### config.mk
export PLATFORM = sky130hd
export DESIGN_NAME = manchester_clk_recovery
export DESIGN_NICKNAME = d
export VERILOG_FILES = /design/src/rtl/mcr_pkg.sv /design/src/rtl/mcr_datapath.sv /design/src/rtl/mcr_control.sv /design/src/rtl/manchester_clk_recovery.sv
export SDC_FILE = /design/constraint.sdc
export NUM_CORES = 1
export LEC_CHECK = 0
export BUFFER_PORTS_ARGS = -buffer_cell sky130_fd_sc_hd__buf_2
export CAP_MARGIN = 30
export CORE_MARGIN = 2
export CORE_UTILIZATION = 30
export CTS_CLUSTER_DIAMETER = 80
export DETAILED_ROUTE_END_ITERATION = 7
export GPL_TIMING_DRIVEN = 0
export PLACE_DENSITY = 0.54
export SLEW_MARGIN = 20
export SYNTH_ARGS = -nofsm -noshare
export SYNTH_HDL_FRONTEND = slang
export SYNTH_SLANG_ARGS = --single-unit
### constraint.sdc
create_clock -name clk -period 6.55 [get_ports clk]
set_input_delay 0.655 -clock clk [delete_from_list [all_inputs] [get_ports clk]]
set_output_delay 0.655 -clock clk [all_outputs]
set_load 0.005 [all_outputs]
### src/rtl/mcr_pkg.sv
package mcr_pkg;

  typedef enum logic [2:0] {
    ST_IDLE,
    ST_SEEK,
    ST_HUNT,
    ST_HALT,
    ST_LOCK
  } rxState_e;

  // strobes from control to datapath
  typedef struct packed {
    logic advance;   // free-run the phase by one sample
    logic restart;   // align phase to cell centre
    logic track;     // locked: advance with correction
    logic emit;      // quarter-bit crossings may produce strobes
    logic idleOut;   // force outputs to idle values
  } phaseCtrl_t;

  localparam int CORR_NUM   = 13;
  localparam int CORR_SHIFT = 7;

endpackage

### src/rtl/mcr_datapath.sv
module mcr_datapath
  import mcr_pkg::*;
#(
  parameter int SAMPLES_PER_BIT = 16,
  parameter int FRAC_BITS       = 4
) (
  input  logic       clk,
  input  logic       rst_n,
  input  logic       lineIn,
  input  phaseCtrl_t ctl,
  output logic       riseEdge,
  output logic       fallEdge,
  output logic       quarterCross,
  output logic       rxStrobe,
  output logic       rxData,
  output logic       rxValid
);

  localparam int PH_W    = $clog2(SAMPLES_PER_BIT) + FRAC_BITS;
  localparam int EW      = PH_W + 5;
  localparam int STEP    = 1 << FRAC_BITS;
  localparam int QUARTER = (1 << PH_W) / 4;

  logic            lineD;
  logic [PH_W-1:0] phase;
  logic            anyEdge;
  logic            inWindow;
  logic signed [EW-1:0] errX;
  logic signed [EW-1:0] prodX;
  logic signed [EW-1:0] corrX;
  logic signed [EW-1:0] incX;
  logic [EW-1:0]   nextU;

  always_comb begin
    anyEdge  = lineD ^ lineIn;
    riseEdge = ~lineD & lineIn;
    fallEdge = lineD & ~lineIn;
    // phase read as two's complement: error relative to cell centre
    errX     = {{(EW-PH_W){phase[PH_W-1]}}, phase};
    inWindow = (errX > -$signed(EW'(QUARTER))) && (errX < $signed(EW'(QUARTER)));
    prodX    = errX * $signed(EW'(CORR_NUM));
    corrX    = prodX >>> CORR_SHIFT;
    incX     = $signed(EW'(STEP)) - ((anyEdge && inWindow) ? corrX : '0);
    nextU    = EW'(phase) + $unsigned(incX);
    quarterCross = ctl.track && (phase < PH_W'(QUARTER)) && (nextU >= EW'(QUARTER));
  end

  always_ff @(posedge clk or negedge rst_n) begin
    if (!rst_n) begin
      lineD <= 1'b0;
      phase <= '0;
    end else begin
      lineD <= lineIn;
      if (ctl.restart)
        phase <= PH_W'(STEP);
      else if (ctl.track)
        phase <= nextU[PH_W-1:0];
      else if (ctl.advance)
        phase <= phase + PH_W'(STEP);
    end
  end

  always_ff @(posedge clk or negedge rst_n) begin
    if (!rst_n) begin
      rxStrobe <= 1'b0;
      rxData   <= 1'b1;
      rxValid  <= 1'b0;
    end else if (ctl.idleOut) begin
      rxStrobe <= 1'b0;
      rxData   <= 1'b1;
      rxValid  <= 1'b0;
    end else begin
      rxStrobe <= ctl.emit && quarterCross;
      if (ctl.emit && quarterCross) begin
        rxData  <= lineIn;
        rxValid <= 1'b1;
      end
    end
  end

endmodule

### src/rtl/mcr_control.sv
module mcr_control
  import mcr_pkg::*;
#(
  parameter int SAMPLES_PER_BIT = 16
) (
  input  logic       clk,
  input  logic       rst_n,
  input  logic       rxEnable,
  input  logic       riseEdge,
  input  logic       fallEdge,
  input  logic       quarterCross,
  output phaseCtrl_t ctl
);

  localparam int LIMIT = 3 * SAMPLES_PER_BIT;
  localparam int CW    = $clog2(LIMIT + 1);

  rxState_e state;
  logic [CW-1:0] haltCnt;
  logic armed;

  always_comb begin
    ctl = '0;
    if (!rxEnable) begin
      ctl.advance = 1'b1;
      ctl.idleOut = 1'b1;
    end else begin
      unique case (state)
        ST_IDLE, ST_SEEK: begin
          ctl.advance = 1'b1;
          ctl.idleOut = 1'b1;
        end
        ST_HUNT: begin
          ctl.advance = ~fallEdge;
          ctl.idleOut = 1'b1;
        end
        ST_HALT: begin
          ctl.idleOut = 1'b1;
          ctl.restart = fallEdge && (haltCnt >= CW'(SAMPLES_PER_BIT));
        end
        ST_LOCK: begin
          ctl.track = 1'b1;
          ctl.emit  = armed;
        end
        default: ctl.idleOut = 1'b1;
      endcase
    end
  end

  always_ff @(posedge clk or negedge rst_n) begin
    if (!rst_n) begin
      state   <= ST_IDLE;
      haltCnt <= '0;
      armed   <= 1'b0;
    end else if (!rxEnable) begin
      state   <= ST_IDLE;
      haltCnt <= '0;
      armed   <= 1'b0;
    end else begin
      unique case (state)
        ST_IDLE: state <= ST_SEEK;
        ST_SEEK: if (riseEdge) state <= ST_HUNT;
        ST_HUNT: if (fallEdge) begin
          state   <= ST_HALT;
          haltCnt <= '0;
        end
        ST_HALT: begin
          if (ctl.restart) begin
            state <= ST_LOCK;
            armed <= 1'b0;
          end else if (haltCnt == CW'(LIMIT)) begin
            state <= ST_SEEK;
          end else begin
            haltCnt <= haltCnt + 1'b1;
          end
        end
        ST_LOCK: if (quarterCross) armed <= 1'b1;
        default: state <= ST_IDLE;
      endcase
    end
  end

endmodule

### src/rtl/manchester_clk_recovery.sv
module manchester_clk_recovery
  import mcr_pkg::*;
#(
  parameter int SAMPLES_PER_BIT = 16,
  parameter int FRAC_BITS       = 4
) (
  input  logic clk,
  input  logic rst_n,
  input  logic lineIn,
  input  logic rxEnable,
  output logic rxStrobe,
  output logic rxData,
  output logic rxValid
);

  phaseCtrl_t phaseCtl;
  logic riseEdge;
  logic fallEdge;
  logic quarterCross;

  mcr_control #(
    .SAMPLES_PER_BIT(SAMPLES_PER_BIT)
  ) u_ctrl (
    .clk          (clk),
    .rst_n        (rst_n),
    .rxEnable     (rxEnable),
    .riseEdge     (riseEdge),
    .fallEdge     (fallEdge),
    .quarterCross (quarterCross),
    .ctl          (phaseCtl)
  );

  mcr_datapath #(
    .SAMPLES_PER_BIT(SAMPLES_PER_BIT),
    .FRAC_BITS      (FRAC_BITS)
  ) u_dp (
    .clk          (clk),
    .rst_n        (rst_n),
    .lineIn       (lineIn),
    .ctl          (phaseCtl),
    .riseEdge     (riseEdge),
    .fallEdge     (fallEdge),
    .quarterCross (quarterCross),
    .rxStrobe     (rxStrobe),
    .rxData       (rxData),
    .rxValid      (rxValid)
  );

endmodule

# == Word level (Yosys, flattened, before mapping) ==
# Cells that the tools add are included.
# W data, S select, Z words.
# totals
reg_bits,22
inputBits,4
output_inout_bits,3
word_cells,83
# classes
addsub,4
n_mul,1
magnitude_cmp,5
n_eq_ne,15
n_mux,31
bitwise,6
n_reduce_logical,13
# op_table
cell,count
$mux W6,4
$mux W8,3
$mux W3,6
$pmux W3 S5,1
$add A8 B13 Y13,1
$ge A13 B7 Y1 const B,1
$mul A8 B5 Y13 const B,1
$mux W13,1
$sub A5 B13 Y13 const A,1
$mux W1,12
$ne A3 B3 Y1 const B,4
$pmux W6 S2,1
$add A8 B5 Y8 const B,1
$gt A8 B7 Y1 const B,1
$lt A8 B7 Y1 const B,1
$lt A8 B8 Y1 const B,1
$reduce_and A4 Y1,2
$add A6 B1 Y6 const B,1
$eq A3 B2 Y1 const B,2
$eq A6 B6 Y1 const B,1
$ge A6 B5 Y1 const B,1
$logic_and A1 B1 Y1,6
$ne A3 B1 Y1 const B,2
$ne A3 B2 Y1 const B,2
other kinds (14),18

# == Logic depth before layout (Yosys ltp) ==
# depth
word_depth,11
mapped_depth,24

# == By module ==
# Synthesis repeated with hierarchy kept, for this count alone.
# unflattened
hier_cells,311
area_unflattened_um2,2691.3
# modules_own_cells
mod,n_inst,cells_per_inst,area_each_um2,seq_area_each_um2
mcr_datapath,1,238,2031.9,301.5
mcr_control,1,73,659.4,250.2

# == Worst setup path before layout ==
# Ideal clock, no wire load.
# synth_path
kind,register to register
start,reg u_dp.phase[6]
end,reg u_dp.rxValid
t_arrival_ns,5.196
required_time_ns,6.431
path_slack_ns,1.235
stages_incl_launch_ff,21
cell_sequence,dfrtp_1 -> ha_1 -> fa_1 -> inv_1 -> fa_1 -> inv_1 -> ha_1 -> a21o_1 -> a21o_1 -> a22o_2 -> xnor2_1 -> nand2_1 -> ha_1 -> ha_1 -> nor2b_1 -> a221o_1 -> a211o_1 -> a311o_1 -> o21bai_1 -> o311a_1 -> o21a_1
# synth_via
elab_chain_len,10
# synth_rtl
item,line_no,text
"start, declared",mcr_datapath.sv:25,logic [PH_W-1:0] phase;
"start signal, assigned",mcr_datapath.sv:55,phase <= PH_W'(STEP);
"start signal, assigned",mcr_datapath.sv:57,phase <= nextU[PH_W-1:0];
"start signal, assigned",mcr_datapath.sv:59,phase <= phase + PH_W'(STEP);
"parallel branches: the longest is 7 deep, another holds $mul A8 B5 Y13",--,
$logic_and A1 B1 Y1 (*),mcr_datapath.sv:45,quarterCross = ctl.track && (phase < PH_W'(QUARTER)) && (nextU >= EW'(QUARTER));
$logic_and A1 B1 Y1 (*),mcr_datapath.sv:74,if (ctl.emit && quarterCross) begin
$reduce_bool A2 Y1 (no line) (*),--,
"end signal, assigned",mcr_datapath.sv:67,rxValid <= 1'b0;
"end signal, assigned",mcr_datapath.sv:71,rxValid <= 1'b0;
"end signal, assigned",mcr_datapath.sv:76,rxValid <= 1'b1;
"end, declared",mcr_datapath.sv:16,output logic rxValid
# Every way passes the cells marked *.
# A chain may end at the register's enable or synchronous reset.

# == Worst setup path in the final report ==
# Ends and elaborated chain as after synthesis.

==> results by group <==
STA
  • Slew margin rel.: 55.0%
  • Final hold violation count: 0
  • Final clock skew: 0.0103 ns
  • Final worst slack: 0.684 ns
  • Slew @ Worst Pin: 0.668 ns
  • Slew Viols, Final: 0
  • # setup viols final: 0
  • Fmax: 170 MHz
  • Fin crit share: 89.6%
  • RSZ-0062 raised after global routing: false
  • Final worst path period need: 5.87 ns
  • Final setup TNS: 0 ns

Setup path
  • CP startpoint kind: flop
  • CP max stage cell: a221oi_1
  • CP Cell Sequence: ha_1, fa_1, inv_1, fa_1, inv_1, ha_1, a21o_1, a21o_1, a221oi_1, o31a_1, ha_1, inv_1, ha_1, nor2b_1, a221o_1, a211o_1, a311o_1, o21bai_1, o311a_1, o21a_1
  • CP arrival: 6.03 ns
  • Setup slack, reg-to-reg: 0.68 ns
  • RR Endpoint: u_dp.rxValid$_DFFE_PN0P_
  • Crit path capture: u_dp.rxValid$_DFFE_PN0P_
  • Reg2Reg Launch Point: u_dp.phase[6]$_DFFE_PN0P_
  • CP Class: reg2reg
  • Crit. Startpoint: u_dp.phase[6]$_DFFE_PN0P_
  • Worst stage delay on the critical path: 0.55 ns
  • Worst path most repeated cell: ha_1
  • CP required: 6.72 ns
  • Critical-path maximum fanout: 8
  • R2R cell count: 20
  • Critical Path Sink Type: flop

Routing
  • Via count: 2013
  • # DRC: 0
  • Antenna-violating nets left: 0
  • DR pass1 iterations: 4
  • Final wirelength: 5.43 mm
  • Vias per cell: 4.96
  • Initial DRC Count: 107
  • DR WL/cell: 13.4 µm

Placed design
  • PortBufs: 6
  • Pre-CTS setup slack: 0.685 ns
  • Post-DP HPWL: 4.40 mm
  • GPL Wtd Cong: 0.815

Synthesis
  • Top post-synthesis cells by area: ha_1, dfrtp_1, fa_1, inv_1, nand2_1
  • Ys Warns: 0
  • Syn_area_per_cell: 8.56 µm²
  • Number of flops mapped to enable cells by yosys: 0
  • Yosys top cell area share: 23.1%
  • Post-Synthesis Cells: 291
  • Seq/Total Area, Yosys: 22.1%
  • Largest area contributor in the netlist: ha_1
  • Syn_nets: 349
  • Number of synthesized register bits: 22
  • Ys async rst share: 100%
  • Post-synth design cell area: 2490 µm²
  • Netlist cell types: 53
  • Predominant post-synthesis flop cell: dfrtp_1

Clock tree
  • CTS Buf Count: 3
  • # hold bufs at CTS: 0
  • Post_cts resized: 0
  • CTS tree: built
  • Skew-Pair Late Insertion Delay: 0.27 ns
  • H-tree depth: 1
  • Longest Clk Path Bufs: 2
  • Num Clock Sinks: 22
  • CTS Root Cell: clkbuf_8
  • Reg clk slew, reported paths: 0.09 ns
  • Post-CTS Setup Repair Bufs: 0

Final layout
  • Antenna diodes: 0
  • Nets: 360
  • Layout cells sized above 1: 5.98%
  • Layout overhead on the synthesized area: 9.34%

Die
  • Boundary Pins: 7
  • Core area: 8130 µm²
  • Full die area: 9050 µm²
  • Die X: 95.2 µm
  • Initial Util: 30.6%
  • Row cnt: 33
  • Die H: 95.2 µm

Global route
  • Antenna violations before repair: 0
  • Total gr overflow: 0
  • First-pass GRT wire length: 9.80 mm
  • Vias in the first global route: 1998
  • Total GRT Usage: 13.8%
  • Pin count of the biggest net entering global routing: 23

Power
  • Overall Power: 1.49 mW
  • LEAKAGE: 1.30 nW
  • Peak supply drop: 0.215 mV
  • Power per Cell Area: 548 nW/µm²

Status
  • Run status: complete, no violations

Worst hold path
  • Hold Path Class: in2async

Run
  • Max Cap Viol: 0
[how the worst min path moves through the flow]
stage,startpoint,depth (start not counted),end
final,rst_n,1,u_ctrl.haltCnt[1]$_DFFE_PN0P_
after global routing,rst_n,1,u_ctrl.haltCnt[1]$_DFFE_PN0P_
after CTS,rst_n,1,u_ctrl.haltCnt[1]$_DFFE_PN0P_
after detailed placement,u_dp.rxValid$_DFFE_PN0P_,1,u_dp.rxValid$_DFFE_PN0P_
after global placement,u_dp.rxValid$_DFFE_PN0P_,1,u_dp.rxValid$_DFFE_PN0P_
after floorplan,rst_n,0,u_ctrl.armed$_DFFE_PN0P_
[layout by cell type (no fill, tap or decap), types with 8 or more instances in the layout]
| master | Yosys | final |
|---|---|---|
| inv_1 | 37 | 37 |
| nor2_1 | 23 | 23 |
| nand2_1 | 24 | 24 |
| a21oi_1 | 15 | 15 |
| xnor2_1 | 8 | 8 |
| o21ai_0 | 10 | 10 |
| dfrtp_1 | 21 | 21 |
| fa_1 | 8 | 8 |
| ha_1 | 46 | 46 |
[critical path: cells and delay by family, from the launching register on]
| kind | cells | cell delay (ns) |
|---|---|---|
| AND/OR/NAND/NOR | 1 | 0.17 |
| buffers and inverters | 3 | 0.13 |
| AO/OA/AOI/OAI | 10 | 2.86 |
| flip-flops | 1 | 0.51 |
| adder cells (fa/ha/maj) | 6 | 2.09 |
[synth_stat cells (all sizes together) (2+ instances only)]
library cell / instances
ha: 46
inv: 38
nand2: 24
nor2: 23
dfrtp: 21
a21oi: 15
o21ai: 14
fa: 8
xnor2: 8
nor3: 7
a211oi: 6
clkbuf: 6
nand2b: 6
nor2b: 6
nand3: 5
a21o: 4
a22o: 4
mux2i: 4
o21a: 4
a31oi: 3
and2: 3
nand4: 3
and3: 2
nor3b: 2
o22a: 2
o22ai: 2
or3: 2
xor2: 2
[report_power, final]
| group | leakage [nW] | internal, mW | total (mW) | switching, mW |
|---|---|---|---|---|
| Clock | 0.0357 | 0.0816 | 0.127 | 0.0453 |
| Sequential | 0.291 | 0.150 | 0.182 | 0.0329 |
| Combinational | 0.978 | 0.540 | 1.18 | 0.644 |
| Total | 1.30 | 0.771 | 1.49 | 0.722 |
[per-stage QoR]
step / area [µm²] / hold WS (ns) / cells / util, %
finish: 2730 / 0.346 / 406 / 33.5
global route: 2730 / 0.374 / 406 / 33.5
detailed placement: 2650 / 0.479 / 402 / 32.6
floorplan: 2490 / 0.359 / 291 / -
CTS: 2730 / 0.364 / 406 / 33.5
global placement: 2650 / 0.475 / 402 / 32.6
[sequential cells by signal, indices dropped and copies added (netlist names)]
name and flops:
u_dp.rxValid 1, u_ctrl.state 3, u_ctrl.haltCnt 6, u_dp.lineD 1
u_dp.phase 8, u_dp.rxData 1, u_dp.rxStrobe 1, u_ctrl.armed 1
[area by class of cell]
cell class | count | area (µm²)
clock inverter | 1 | 30.0
buffer | 7 | 27.5
inverter | 38 | 143
clock buffer | 3 | 41.3
timing repair buffer | 6 | 30.0
multi-input combinational | 224 | 1770
fill | 840 | 5410
sequential | 22 | 552
tap | 105 | 131
[routing by layer]
metal | routed length [µm] | vias up | GRT usage (%) | share of wire (%)
li1 | - | 1030 | - | -
met1 | 2820 | 959 | 20.5 | 52
met2 | 2440 | 18 | 21.4 | 45
met3 | 84 | 6 | 1.90 | 1.5
met4 | 85 | 0 | 2.90 | 1.6
met5 | 0 | - | 0 | 0
[logic make-up (layout without fill, tap and decap cells)]
logic type	count (synthesis)	count (layout)	share of synthesized area, %
AO/OA/AOI/OAI	70	70	19.3
multiplexers	4	4	1.61
adder cells (fa/ha/maj)	54	54	29.5
XOR/XNOR	11	11	4.42
flip-flops	22	22	22.1
AND/OR/NAND/NOR	85	85	16.2
buffers and inverters	45	55	6.83
No activity file was read; power rests on OpenSTA's default activity.
